===== config.mk =====
export PLATFORM = sky130hd
export DESIGN_NAME = pwm_timebase
export DESIGN_NICKNAME = d
export VERILOG_FILES = /design/src/rtl/pwm_timebase.sv
export SDC_FILE = /design/constraint.sdc
export NUM_CORES = 1
export LEC_CHECK = 0
export CAP_MARGIN = 20
export CORE_MARGIN = 5
export CORE_UTILIZATION = 30
export CTS_BUF_LIST = sky130_fd_sc_hd__clkbuf_2
export CTS_CLUSTER_SIZE = 16
export DETAILED_ROUTE_END_ITERATION = 6
export PLACE_DENSITY_LB_ADDON = 0.08
export SLEW_MARGIN = 10
export SYNTH_ARGS = -nofsm -noshare
export SYNTH_HDL_FRONTEND = slang
export SYNTH_SLANG_ARGS = --single-unit

===== constraint.sdc =====
create_clock -name clk -period 8.7 [get_ports clk]
set_input_delay 2.175 -clock clk [delete_from_list [all_inputs] [get_ports clk]]
set_output_delay 2.175 -clock clk [all_outputs]
set_load 0.005 [all_outputs]

===== src/rtl/pwm_timebase.sv =====
module pwm_timebase #(
  parameter int PSC_W = 8,
  parameter int CNT_W = 16
) (
  input  logic             clk,
  input  logic             rst_n,
  input  logic             run,
  input  logic [PSC_W-1:0] prescale,
  input  logic [CNT_W-1:0] period_in,
  input  logic [1:0]       mode_in,
  input  logic             sync,
  input  logic [CNT_W-1:0] phase,
  output logic [CNT_W-1:0] count,
  output logic             dir_down,
  output logic             zero_evt,
  output logic             period_evt
);
  localparam logic [1:0] M_DOWN = 2'd1;
  localparam logic [1:0] M_UPDN = 2'd2;

  logic [PSC_W-1:0] pcnt;
  logic [CNT_W-1:0] act_per, nxt;
  logic [1:0]       act_mode;
  logic             nxt_dir;

  wire             at_zero  = (count == '0);
  wire [CNT_W-1:0] eff_per  = at_zero ? period_in : act_per;
  wire [1:0]       eff_mode = at_zero ? mode_in : act_mode;
  wire             tick     = run && (pcnt >= prescale);

  always_comb begin
    nxt     = count;
    nxt_dir = dir_down;
    case (eff_mode)
      M_DOWN: begin
        nxt_dir = 1'b1;
        nxt     = (at_zero || count > eff_per) ? eff_per : count - 1'b1;
      end
      M_UPDN: begin
        if (!dir_down) begin
          if (count >= eff_per) begin
            nxt_dir = (eff_per != '0);
            nxt     = at_zero ? count : count - 1'b1;
          end else begin
            nxt = count + 1'b1;
          end
        end else if (at_zero) begin
          nxt_dir = 1'b0;
          nxt     = (eff_per == '0) ? '0 : CNT_W'(1);
        end else begin
          nxt = count - 1'b1;
        end
      end
      default: begin
        nxt_dir = 1'b0;
        nxt     = (count >= eff_per) ? '0 : count + 1'b1;
      end
    endcase
  end

  always_ff @(posedge clk) begin
    if (!rst_n) begin
      pcnt       <= '0;
      count      <= '0;
      dir_down   <= 1'b0;
      act_per    <= '0;
      act_mode   <= '0;
      zero_evt   <= 1'b0;
      period_evt <= 1'b0;
    end else begin
      zero_evt   <= 1'b0;
      period_evt <= 1'b0;
      if (at_zero) begin
        act_per  <= period_in;
        act_mode <= mode_in;
      end
      if (sync) begin
        count <= phase;
        pcnt  <= '0;
      end else if (tick) begin
        count      <= nxt;
        dir_down   <= nxt_dir;
        pcnt       <= '0;
        zero_evt   <= (nxt == '0);
        period_evt <= (nxt == eff_per);
      end else begin
        pcnt <= run ? pcnt + 1'b1 : '0;
      end
    end
  end

  a_r1_psc_spacing: assert property (@(posedge clk) disable iff (!rst_n)
    (tick && prescale != '0) |=> (!tick || prescale == '0));
  a_r2_up_dir: assert property (@(posedge clk) disable iff (!rst_n)
    (tick && !sync && eff_mode != M_DOWN && eff_mode != M_UPDN) |=> !dir_down);
  a_r3_down_dir: assert property (@(posedge clk) disable iff (!rst_n)
    (tick && !sync && eff_mode == M_DOWN) |=> dir_down);
  a_r7_sync_load: assert property (@(posedge clk) disable iff (!rst_n)
    sync |=> (count == $past(phase)));
  a_r8_sync_dir: assert property (@(posedge clk) disable iff (!rst_n)
    sync |=> $stable(dir_down));
  a_r9_zero_strobe: assert property (@(posedge clk) disable iff (!rst_n)
    zero_evt |-> (count == '0));
  a_r10_stop_quiet: assert property (@(posedge clk) disable iff (!rst_n)
    !run |=> (!zero_evt && !period_evt));
  a_r10_stop_hold: assert property (@(posedge clk) disable iff (!rst_n)
    (!run && !sync) |=> $stable(count));
endmodule


==> out/qor.csv, run 1 <==
stage,metric,value,unit
logic_synthesis,synth_enable_flop_cells,0,
floorplan,floorplan.die.height,137,µm
floorplan,starting_density_of_the_core,30.7,%
floorplan,horiz_die_dim,137,µm
route,detail-route-antenna-nets,0,
cts,max-clock-path-buffers,2,
global_routing,grt_pass1_vias,5251,
route,routed_via_density,5.88,
logic_synthesis,ys_seq_area_share,18.5,%
cts,cts.sink_count,45,
place,place_hpwl,18.1,mm
logic_synthesis,synthesis.instances,675,
place,place.gp.congestion,1.02,
worst_setup_path,worst-setup-path-type,reg2reg,
power_and_ir_drop,cellPowerDensity,138,mW/mm²
logic_synthesis,per_instance_average_area_after_synthesis,7.22,µm²
logic_synthesis,yosys.area.top_type_share,18.5,%
logic_synthesis,cell_taking_the_most_area_after_synthesis,dfxtp_1,
min_path,hold_path_depth,1,
logic_synthesis,flip_flop_and_latch_count_after_synthesis,45,
logic_synthesis,synthDistinctLibCells,78,
power_and_ir_drop,comb_power_share,53.3,%
logic_synthesis,synth_warnings,0,
timing,fin_tns_setup,0,ps
route,detail_route.wl_per_cell,25.2,µm
floorplan,floorplan.rows,46,
cts,cts.root.buffer_cell,clkbuf_2,
cts,cts-resized-gates,0,
worst_setup_path,critical_path_end_type,flip-flop,
cts,cts_hold_repair.buffers,0,
power_and_ir_drop,power.share.switching,48.1,%
worst_setup_path,reg2regPathDepth,17,
cts,cts_buffers,5,
route,vias,5467,
floorplan,die_area,0.0189,mm²
logic_synthesis,async_reset_ff_share,0,%
logic_synthesis,synth.top_cells.by_area,"dfxtp_1 (18%), ha_1 (6.9%), nand2_1 (6.6%)",
timing,fmax,150,MHz
place,placement.cell_area,0.00566,mm²
logic_synthesis,synthesis.nets,748,
timing,rsz0062_at_grt,no,
final_layout,finish.net_count,786,
timing,finalCritPeriodShare,76.8,%
final_layout,drive_above_1_share,6.73,%
floorplan,placeableCoreArea,0.0159,mm²
route,drt_iter0_markers,580,
power_and_ir_drop,irDropWorstVdd,0.0000485,V
final_layout,diodes,0,
timing,timing.final.crit_period,6680,ps
worst_setup_path,cp_max_fo,23,
power_and_ir_drop,internal_power,0.410,mW
global_routing,grt.total_usage,25.1,%
cts,latest_clock_arrival_within_the_worst_skew_pair,540,ps
logic_synthesis,netlist_area,0.00487,mm²
worst_setup_path,worst-endpoint-arrival,7180,ps
timing,hold_violations,0,
place,place.port_buffers,64,
floorplan,ioPinCount,65,
global_routing,global_route.overflow_total,0,
final_layout,postLayoutCellArea,0.00572,mm²
cts,clock_tree.htree_level_count,2,
global_routing,first_pass_grt_wire_length,34.7,mm
run,maxcap_viol_count,0,
timing,relSlewSlack,26.7,%
worst_setup_path,worst-endpoint-required,9200,ps
power_and_ir_drop,power_frac_clock,17.0,%
cts,tritoncts,done,
route,detail_route.first_pass.iterations,5,
power_and_ir_drop,share_seq_of_total_power,29.7,%
final_layout,layout_overhead_on_the_synthesized_area,17.4,%
power_and_ir_drop,power_leakage,2.17,nW
global_routing,antenna_found_initial,0,
cts,clk_pin_slew,330,ps
route,wl,23.4,mm
worst_setup_path,critical_path.startpoint_type,flip-flop,
timing,report.final.setup_viol,0,
min_path,worst_hold_path_type,reg2reg,
timing,tightestPinTransition,1090,ps
timing,clock_skew,74.6,ps
power_and_ir_drop,switching_power,0.380,mW
global_routing,pin_count_of_the_biggest_net_entering_global_routing,37,
outcome,outcome,"complete, no violations",
route,drc,0,
timing,final_max_slew_viol_count,0,
cts,post_cts_buffers,0,
logic_synthesis,ys_dominant_reg_cell,dfxtp_1,
==> cell families after synthesis <==
family	after synthesis	share of synthesized area, %
DFF	45	18.5
buffers and inverters	77	7.32
xor gates and xnor gates	30	5.39
adders and majority gates	27	6.93
AOI/OAI and AO/OA	187	25.0
muxes	26	5.83
and+or+nand+nor	283	31.0
==> cell usage in the layout, fill, tap and decap left out, drive strengths merged, types with 17 or more instances in the layout <==
master	instances
inv	29
nand4	17
a21oi	44
clkdlybuf4s50	64
nor3	21
nand3	26
dfxtp	45
nor2b	28
ha	27
o21ai	54
mux2i	23
nor2	44
nand2	87
==> critical path: stages, from the launching register on <==
cell and delay, ps:
dfxtp_1 580, inv_1 310, ha_1 570, nor4b_2 410, and4_4 550, mux2i_1 890, ha_1 230, and4_1 280
nand4_1 130, nor2_1 160, mux2i_2 130, o211a_1 430, nor2_1 740, a22oi_1 330, a32oi_1 280, and4b_1 210
nand4_1 130, nor4_2 270
==> sequential cells by signal (all words and copies together) (netlist names) <==
register / cells
count: 16
act_per: 16
pcnt: 8
zero_evt: 1
period_evt: 1
dir_down: 1
act_mode: 2
==> stage by stage <==
stage / worst slack [ps] / hold WS [ps] / instances / total power, mW / utilization (%)
floorplan: 3720 / 449 / 675 / 0.491 / -
global placement: 1540 / 482 / 921 / 0.654 / 35.5
detailed placement: 2020 / 488 / 922 / 0.646 / 35.6
CTS: 2110 / 538 / 929 / 0.783 / 36.0
global route: 1570 / 579 / 929 / 0.829 / 36.0
finish: 2020 / 537 / 929 / 0.790 / 36.0
==> power by group through the flow <==
stage	combinational (mW)	clock, mW	sequential, mW
after global routing	0.446	0.147	0.236
after floorplan	0.266	0	0.224
after CTS	0.411	0.138	0.234
after global placement	0.416	0	0.238
after detailed placement	0.408	0	0.238
final	0.422	0.134	0.234
==> synth_stat cells (all sizes together), types with 5 or more instances <==
cell type and number:
nand2 87, o21ai 54, dfxtp 45, a21oi 44
nor2 44, inv 28, nor2b 28, ha 27
nand3 26, clkbuf 25, buf 24, mux2i 23
nor3 21, nand4 17, xor2 16, xnor2 14
nor4 11, a31oi 9, and4 9, a22oi 8
and2 8, and3 8, a211o 7, o31ai 7
a21o 6, a32oi 6, o22ai 6, nand2b 5
==> path summary, 6_finish.rpt <==
path / from / end / slack (ps)
max reg2reg: count[1] / period_evt / 2020
min reg2reg: pcnt[0] / pcnt[0] / 540
max: count[1] / period_evt / 2020
min: pcnt[0] / pcnt[0] / 540
==> layer usage <==
metal | global-route usage [%] | up-vias | wire [µm]
li1 | - | 2532 | -
met1 | 34.7 | 2617 | 10700
met2 | 38.2 | 262 | 10200
met3 | 4.31 | 56 | 1510
met4 | 11.2 | 0 | 1090
met5 | 0 | - | 0
==> final cells by class <==
type	count	area [µm²]
Sequential cell	45	901
Inverter	28	105
Tap cell	216	270
Clock inverter	2	38.8
Fill cell	1716	10200
Multi-Input combinational cell	553	3620
Timing Repair Buffer	80	764
Clock buffer	5	25.0
Note: power is estimated with default switching activity, not from simulation.
==> run 2: changes to the inputs <==
clock period = 6 ns   (was 8.7 ns; I/O delays follow)
==> out/qor.csv, run 2 (synthesis gave the netlist of run 1 again) <==
stage,metric,value,unit
outcome,outcome,"complete, no violations",
power_and_ir_drop,power_leakage,2.38,nW
timing,fmax,182,MHz
route,detail-route-antenna-nets,0,
place,place.port_buffers,64,
route,detail_route.first_pass.iterations,6,
route,vias,5806,
global_routing,grt.total_usage,24.1,%
cts,cts-resized-gates,0,
global_routing,pin_count_of_the_biggest_net_entering_global_routing,37,
global_routing,first_pass_grt_wire_length,33.5,mm
worst_setup_path,worst-endpoint-arrival,5960,ps
final_layout,finish.net_count,833,
cts,max-clock-path-buffers,2,
timing,final_max_slew_viol_count,0,
worst_setup_path,critical_path_end_type,flip-flop,
timing,timing.final.crit_period,5500,ps
cts,cts.sink_count,45,
timing,worst_hold_slack,534,ps
global_routing,antenna_found_initial,1,
floorplan,floorplan.die.height,137,µm
cts,post_cts_buffers,0,
timing,relSlewSlack,43.6,%
place,placement.cell_area,0.00601,mm²
final_layout,postLayoutCellArea,0.00606,mm²
floorplan,horiz_die_dim,137,µm
worst_setup_path,cp_max_fo,23,
timing,clock_skew,42.2,ps
cts,clock_tree.htree_level_count,2,
floorplan,floorplan.rows,46,
route,drt_iter0_markers,639,
floorplan,starting_density_of_the_core,30.7,%
route,wl,23.1,mm
cts,tritoncts,done,
final_layout,layout.cells.most_common_list,"nand2_1 (86), clkdlybuf4s50_1 (64), buf_4 (63)",
timing,rsz0062_at_grt,no,
final_layout,drive_above_1_share,12.6,%
timing,hold_violations,0,
cts,cts_buffers,5,
floorplan,placeableCoreArea,0.0159,mm²
floorplan,ioPinCount,65,
cts,cts_hold_repair.buffers,0,
min_path,worst_hold_path_type,reg2reg,
power_and_ir_drop,irDropWorstVdd,0.0000695,V
place,place_hpwl,18.3,mm
global_routing,global_route.overflow_total,0,
route,met1_length,9.85,mm
cts,latest_clock_arrival_within_the_worst_skew_pair,550,ps
route,drc,0,
route,detail_route.wl_per_cell,23.5,µm
cts,cts.root.buffer_cell,clkbuf_2,
final_layout,largestRegisters,"act_per (16), count (16), pcnt (8)",
timing,tightestPinTransition,835,ps
final_layout,final_common_cell,nand2_1,
run,maxcap_viol_count,0,
route,met3_wirelength,1.99,mm
route,met2_length,10.0,mm
power_and_ir_drop,cellPowerDensity,192,mW/mm²
global_routing,grt_pass1_vias,5487,
final_layout,layout_overhead_on_the_synthesized_area,24.4,%
timing,fin_tns_setup,0,ps
worst_setup_path,worst-setup-path-type,reg2reg,
place,place.gp.congestion,1.01,
cts,clk_pin_slew,250,ps
route,routed_via_density,5.91,
floorplan,die_area,0.0189,mm²
timing,report.final.setup_viol,0,
route,top_layer,met4,
timing,finalCritPeriodShare,91.6,%
worst_setup_path,worst-endpoint-required,6460,ps
worst_setup_path,critical_path.startpoint_type,flip-flop,
run 2: cell count changes in the layout (fill, tap and decap cells not counted):
cell,delta
buf_6,-1
diode_2,+5
bufinv_16,-1
buf_4,+48
inv_6,-1
clkbuf_2,+1
clkinvlp_4,+2
run 2: final timing paths:
path | to | slack (ps) | start | depth (start not counted)
max | zero_evt | 500 | count[1] | 19
min | pcnt[0] | 530 | pcnt[0] | 1
max reg2reg | zero_evt | 500 | count[1] | 19
min reg2reg | pcnt[0] | 530 | pcnt[0] | 1
run 2: stage by stage:
stage               power (mW)  instances  setup WS [ps]  utilization [%]
floorplan                0.711        675           1560                -
global placement          1.01        969            596             37.8
detailed placement       0.990        969            728             37.8
CTS                       1.15        977            578             38.1
global route              1.22        982            288             38.2
finish                    1.16        982            504             38.2
run 2: cell type report:
cell class              instances  area, µm²
fillers                      1729       9820
multi-input cells             553       3620
repair buffers                127       1110
flip-flops and latches         45        901
well taps                     216        270
inverters                      28        105
clock buffers                   6       30.0
clock inverters                 2       15.0
diodes                          5       12.5
run 2: routing by layer:
metal | GRT usage (%) | vias up
met5 | 0 | -
met4 | 12.7 | 0
met3 | 4.78 | 70
met2 | 36.4 | 329
met1 | 32.3 | 2768
li1 | - | 2639
run 2: worst max-delay path, stage by stage, from the launching register on:
cell	delay, ps
dfxtp_1	570
inv_1	270
ha_1	250
nor4b_2	320
and4_4	540
nand2_1	110
nand2_1	240
inv_1	110
ha_1	300
and4_1	200
a221oi_1	350
and2_1	250
a21boi_2	270
o21ai_1	270
buf_4	260
o21ai_0	410
a21oi_1	80
nor2_1	250
nand4_1	150
nor3_2	210
run 2: power breakdown:
part           switching [mW]  internal, mW
Clock                   0.127        0.0297
Sequential             0.0115         0.311
Combinational           0.417         0.266
Total                   0.555         0.607
